--- src/rtl/mixmul_pkg.sv ---
// Shared widths, mode codes and mode decode for the mixed-sign multiplier.
// Assumes 16-bit word operands and one 17-bit signed core.
package mixmul_pkg;
    localparam int OPW = 16;          // word operand width
    localparam int CW  = OPW + 1;     // core operand width
    localparam int PW  = 2 * OPW;     // product width
    localparam int LW  = 5;           // literal width
    localparam int BW  = 8;           // byte-mode operand width
    localparam int MW  = 3;           // mode code width

    typedef enum logic [MW-1:0] {
        MD_SS = 3'd0,
        MD_UU = 3'd1,
        MD_US = 3'd2,
        MD_SL = 3'd3,
        MD_UL = 3'd4,
        MD_B8 = 3'd5
    } mode_e;

    typedef struct packed {
        logic a_sgn;
        logic b_sgn;
        logic use_lit;
        logic byte_sel;
        logic legal;
    } ctl_t;

    // Turn a mode code into per-operand extension controls.
    function automatic ctl_t decode(input logic [MW-1:0] m);
        ctl_t c;
        c = '0;
        case (m)
            MD_SS: begin c.a_sgn = 1'b1; c.b_sgn = 1'b1; c.legal = 1'b1; end
            MD_UU: begin c.legal = 1'b1; end
            MD_US: begin c.b_sgn = 1'b1; c.legal = 1'b1; end
            MD_SL: begin c.a_sgn = 1'b1; c.use_lit = 1'b1; c.legal = 1'b1; end
            MD_UL: begin c.use_lit = 1'b1; c.legal = 1'b1; end
            MD_B8: begin c.byte_sel = 1'b1; c.legal = 1'b1; end
            default: c = '0;
        endcase
        return c;
    endfunction
endpackage

--- src/rtl/mixmul_ext.sv ---
// Widens one operand to the core width. In byte mode only the low byte is
// kept, zero-extended. Otherwise the top bit is copied upward when sgn is
// set, and zero is used when it is clear.
module mixmul_ext #(
    parameter int IW = 16,
    parameter int CW = 17,
    parameter int BW = 8
) (
    input  logic [IW-1:0] din,
    input  logic          sgn,
    input  logic          byte_sel,
    output logic [CW-1:0] dout
);
    // Choose the extension that matches the operand's interpretation.
    always_comb begin
        if (byte_sel) dout = {{(CW-BW){1'b0}}, din[BW-1:0]};
        else          dout = {{(CW-IW){sgn & din[IW-1]}}, din};
    end
endmodule

--- src/rtl/mixmul_core.sv ---
// Signed CW x CW multiply array. Both inputs are always taken as two's
// complement, and the caller supplies correctly extended operands.
module mixmul_core #(
    parameter int CW = 17
) (
    input  logic signed [CW-1:0]   a,
    input  logic signed [CW-1:0]   b,
    output logic signed [2*CW-1:0] p
);
    // Full-width signed product.
    always_comb p = a * b;
endmodule

--- src/rtl/mixmul_fmt.sv ---
// Trims the core's full product to the output width. Byte mode keeps
// 2*BW bits and zero-fills the rest. Unused modes give zero.
module mixmul_fmt #(
    parameter int CW = 17,
    parameter int PW = 32,
    parameter int BW = 8
) (
    input  logic [2*CW-1:0] full,
    input  logic            byte_sel,
    input  logic            legal,
    output logic [PW-1:0]   res
);
    // Select the result view for the active mode.
    always_comb begin
        if (!legal)        res = '0;
        else if (byte_sel) res = {{(PW-2*BW){1'b0}}, full[2*BW-1:0]};
        else               res = full[PW-1:0];
    end
endmodule

--- src/rtl/mixmul_top.sv ---
// Mixed-sign integer multiplier: decodes the mode, extends both operands,
// multiplies on one signed core and registers the formatted product.
// Assumes a synchronous active-low reset and one result per clock.
module mixmul_top
    import mixmul_pkg::*;
(
    input  logic          clk,
    input  logic          rst_n,
    input  logic [MW-1:0] mode,
    input  logic [OPW-1:0] opa,
    input  logic [OPW-1:0] opb,
    input  logic [LW-1:0] lit,
    output logic [PW-1:0] product
);
    ctl_t            ctl;
    logic [OPW-1:0]  b_word;
    logic [CW-1:0]   a_ext;
    logic [CW-1:0]   b_ext;
    logic [2*CW-1:0] full;
    logic [PW-1:0]   res;

    // Mode decode.
    always_comb ctl = decode(mode);

    // Second operand: the word, or the zero-extended literal.
    always_comb b_word = ctl.use_lit ? {{(OPW-LW){1'b0}}, lit} : opb;

    mixmul_ext #(.IW(OPW), .CW(CW), .BW(BW)) i_ext_a (
        .din(opa), .sgn(ctl.a_sgn), .byte_sel(ctl.byte_sel), .dout(a_ext)
    );

    mixmul_ext #(.IW(OPW), .CW(CW), .BW(BW)) i_ext_b (
        .din(b_word), .sgn(ctl.b_sgn), .byte_sel(ctl.byte_sel), .dout(b_ext)
    );

    mixmul_core #(.CW(CW)) i_core (
        .a(a_ext), .b(b_ext), .p(full)
    );

    mixmul_fmt #(.CW(CW), .PW(PW), .BW(BW)) i_fmt (
        .full(full), .byte_sel(ctl.byte_sel), .legal(ctl.legal), .res(res)
    );

    // Output register.
    always_ff @(posedge clk) begin
        if (!rst_n) product <= '0;
        else        product <= res;
    end
endmodule

--- config.mk ---
export PLATFORM = sky130hd
export DESIGN_NAME = mixmul_top
export DESIGN_NICKNAME = d
export VERILOG_FILES = /design/src/rtl/mixmul_pkg.sv /design/src/rtl/mixmul_ext.sv /design/src/rtl/mixmul_core.sv /design/src/rtl/mixmul_fmt.sv /design/src/rtl/mixmul_top.sv
export SDC_FILE = /design/constraint.sdc
export NUM_CORES = 1
export LEC_CHECK = 0
export CAP_MARGIN = 20
export CELL_PAD_IN_SITES_DETAIL_PLACEMENT = 0
export CELL_PAD_IN_SITES_GLOBAL_PLACEMENT = 1
export CORE_MARGIN = 1
export CORE_UTILIZATION = 51
export DETAILED_ROUTE_END_ITERATION = 7
export DONT_BUFFER_PORTS = 1
export GPL_TIMING_DRIVEN = 0
export HOLD_SLACK_MARGIN = 0.12
export PLACE_DENSITY_LB_ADDON = 0.12
export SLEW_MARGIN = 10
export SYNTH_ARGS = -nofsm -noshare
export SYNTH_HDL_FRONTEND = slang
export SYNTH_HIERARCHICAL = 1
export SYNTH_SLANG_ARGS = --single-unit
--- constraint.sdc ---
create_clock -name clk -period 13.5 [get_ports clk]
set_clock_uncertainty 0.15 [all_clocks]
set_input_delay 2.025 -clock clk [delete_from_list [all_inputs] [get_ports clk]]
set_output_delay 2.025 -clock clk [all_outputs]
set_load 0.02 [all_outputs]
==> reports/results.env <==
DRT-WIRELENGTH-PER-CELL_MICRONS=18.2
POST_CTS_RESIZE_COUNT=0
PLACEMENT_ROWS=57
FIN_AREA_SQ_MM=0.0131
CP-START-KIND='primary input'
TIMING.SLEW.HEADROOM_PCT=26.3
WORSTPATHMAXFANOUT=25
CRIT_PATH_MAX_INCR_DELAY_NS=0.60
DIE_AREA_SQ_MM=0.0252
DIE_W_MICRONS=159
CP-END-KIND='flop'
TOTAL_NUMBER_OF_VIAS=8770
SETUP_VIOL_COUNT_FINAL=0
GRT_USAGE_PCT=26.2
SYNTH.CELL_AREA_SQ_MM=0.0125
CTS-ROOT-TO-SINK-BUFFERS=2
HOLDCRITPATHCLASS='primary input to flop'
FINAL.MIN_CLOCK_PERIOD_NS=9.81
TIMING_MAX_TRANSITION_VIOLATIONS_FINAL=0
SYN-MEAN-INSTANCE-AREA_SQ_UM=9.23
CTS.ROOT.BUFFER_CELL='sky130_fd_sc_hd__clkbuf_16'
GRT_PASS1_VIAS=9717
WORST-SETUP-PATH-TYPE='primary input to flop'
REPORT.FINAL.HOLD_VIOL_COUNT=0
MAX_CAP_VIOLS=0
CP_DATA_REQUIRED_TIME_NS=13.52
IO_BUFFER_COUNT=0
FINALWIRELENGTH_MICRONS=30700
VIA_PER_INST=5.18
GPL_CONGESTION=0.891
CTS.HTREE.LEVELS=2
OUTCOME='finished clean'
MAX_CLOCK_FREQ_MHz=102
FINAL_NETS=1781
FLOORPLAN.INITIALDENSITY_PCT=51.7
TRITONCTS_CLOCK_TREE='done'
POST-ROUTE-PERIOD-UTIL_PCT=72.7
WORST_SLEW_PIN_SLEW_NS=1.11
FLOORPLAN.IO_PINS=74
CHIPHEIGHT_MICRONS=159
LARGEST_REGISTER_FF_COUNT=32
HOLD_START='rst_n'
DPL_CELL_AREA_SQ_MM=0.0129
POST_CTS_BUFFERS=0
SYNTH_CELLS=1359
CRIT_CELLS=27
SYNTH-WARNING-COUNT=6
HOLDPATHSTAGES=1
POST_LAYOUT_NONFILLER_INSTANCES=1692
CORE_SQ_MM=0.0242
CTS.REPORTEDPATHS.CLKPINSLEW_NS=0.05
DR.PASS1.ITERS=7
RSZ0062_AT_GRT='false'
CRITICAL_PATH.N_BUFFERS_INVERTERS=8
DPL.HPWL_MICRONS=26600
CTS_SINKS=32
DRT_DRC_VIOLATIONS_LEFT=0
TIMING.CRITICAL_PATH.ARRIVAL_NS=9.83
DRIVE_GT1_SHARE_PCT=6.80
FINAL.SETUP.TNS_NS=0
ANTENNA_VIOLATING_NETS_POST_ROUTE=0
CTS_BUFS_INSERTED=5
DP.CELLS=1683
CRITICAL-PATH-TOP-DELAY-FAMILY='adder cells'
LARGESTREGISTERS='product: 32 flops'
AREA_DELTA_SYNTH_FINAL_PCT=4.56
REGMOSTFLOPS='product'
CRITICAL-PATH-TOP-CELL-BY-COUNT='sky130_fd_sc_hd__fa_1'
GRT_ANTENNA_BEFORE_REPAIR=2
HOLD_END='product[20]'
GRT.OVERFLOW.TOTAL=0
DRT_FIRST_ITER_VIOLATIONS=382
TIMING.CRITICAL_PATH.SLOWEST_STAGE_CELL='sky130_fd_sc_hd__and3b_1'
CTS_HOLD_BUF=0
POSTSYNTHNETCOUNT=1774
PIN_COUNT_OF_THE_BIGGEST_NET_ENTERING_GLOBAL_ROUTING=26
GRT_FIRST_PASS_WIRELENGTH_MICRONS=50700
## per-layer routing
| layer | track usage [%] | share of wire [%] |
|---|---|---|
| met3 | 3.45 | 4.2 |
| met5 | 0 | 0 |
| met2 | 45.6 | 50 |
| met1 | 34.0 | 42 |
| met4 | 7.77 | 3.2 |
## through the flow
step	setup slack, ns	utilization, %	hold WS [ns]
after floorplan	4.79	-	2.00
after global placement	3.48	53.4	2.01
after detailed placement	3.43	53.4	2.01
after CTS	3.72	54.1	1.72
after global routing	3.26	54.1	1.71
final	3.69	54.1	1.72
## worst max path at each step
stage                  end  startpoint  slack (ns)
2_1_floorplan  product[30]     mode[0]        4.79
3_3_place_gp   product[27]     mode[1]        3.48
3_5_place_dp   product[27]     mode[1]        3.43
4_1_cts        product[27]     mode[1]        3.72
5_1_grt        product[27]     mode[1]        3.26
6_report       product[27]     mode[1]        3.69
## area by class of cell
class,instances,area (sq um)
Clock inverter,2,35.0
Antenna cell,1,2.50
Inverter,293,1100
Fill cell,2358,11100
Sequential cell,32,641
Tap cell,324,405
Multi-Input combinational cell,961,10400
Buffer,73,412
Clock buffer,6,129
## cell usage in the layout (no fill, tap or decap), types with 7 or more instances in the layout
cell type and count:
sky130_fd_sc_hd__and2b_2 16, sky130_fd_sc_hd__clkbuf_1 42, sky130_fd_sc_hd__a21oi_1 23, sky130_fd_sc_hd__inv_1 293
sky130_fd_sc_hd__buf_4 17, sky130_fd_sc_hd__nor2b_1 13, sky130_fd_sc_hd__and2_1 208, sky130_fd_sc_hd__o21ai_0 7
sky130_fd_sc_hd__fa_1 290, sky130_fd_sc_hd__nand2b_1 7, sky130_fd_sc_hd__nor2_1 29, sky130_fd_sc_hd__nand3_1 8
sky130_fd_sc_hd__o21ai_1 15, sky130_fd_sc_hd__and3b_2 18, sky130_fd_sc_hd__ha_1 83, sky130_fd_sc_hd__xnor2_1 19
sky130_fd_sc_hd__nand2_1 142, sky130_fd_sc_hd__buf_6 9, sky130_fd_sc_hd__dfxtp_1 32, sky130_fd_sc_hd__nor3_1 11
sky130_fd_sc_hd__nor3b_1 7
Power is not shown: default switching activity piles up to over one toggle a cycle in this logic, so the estimate is an artifact.
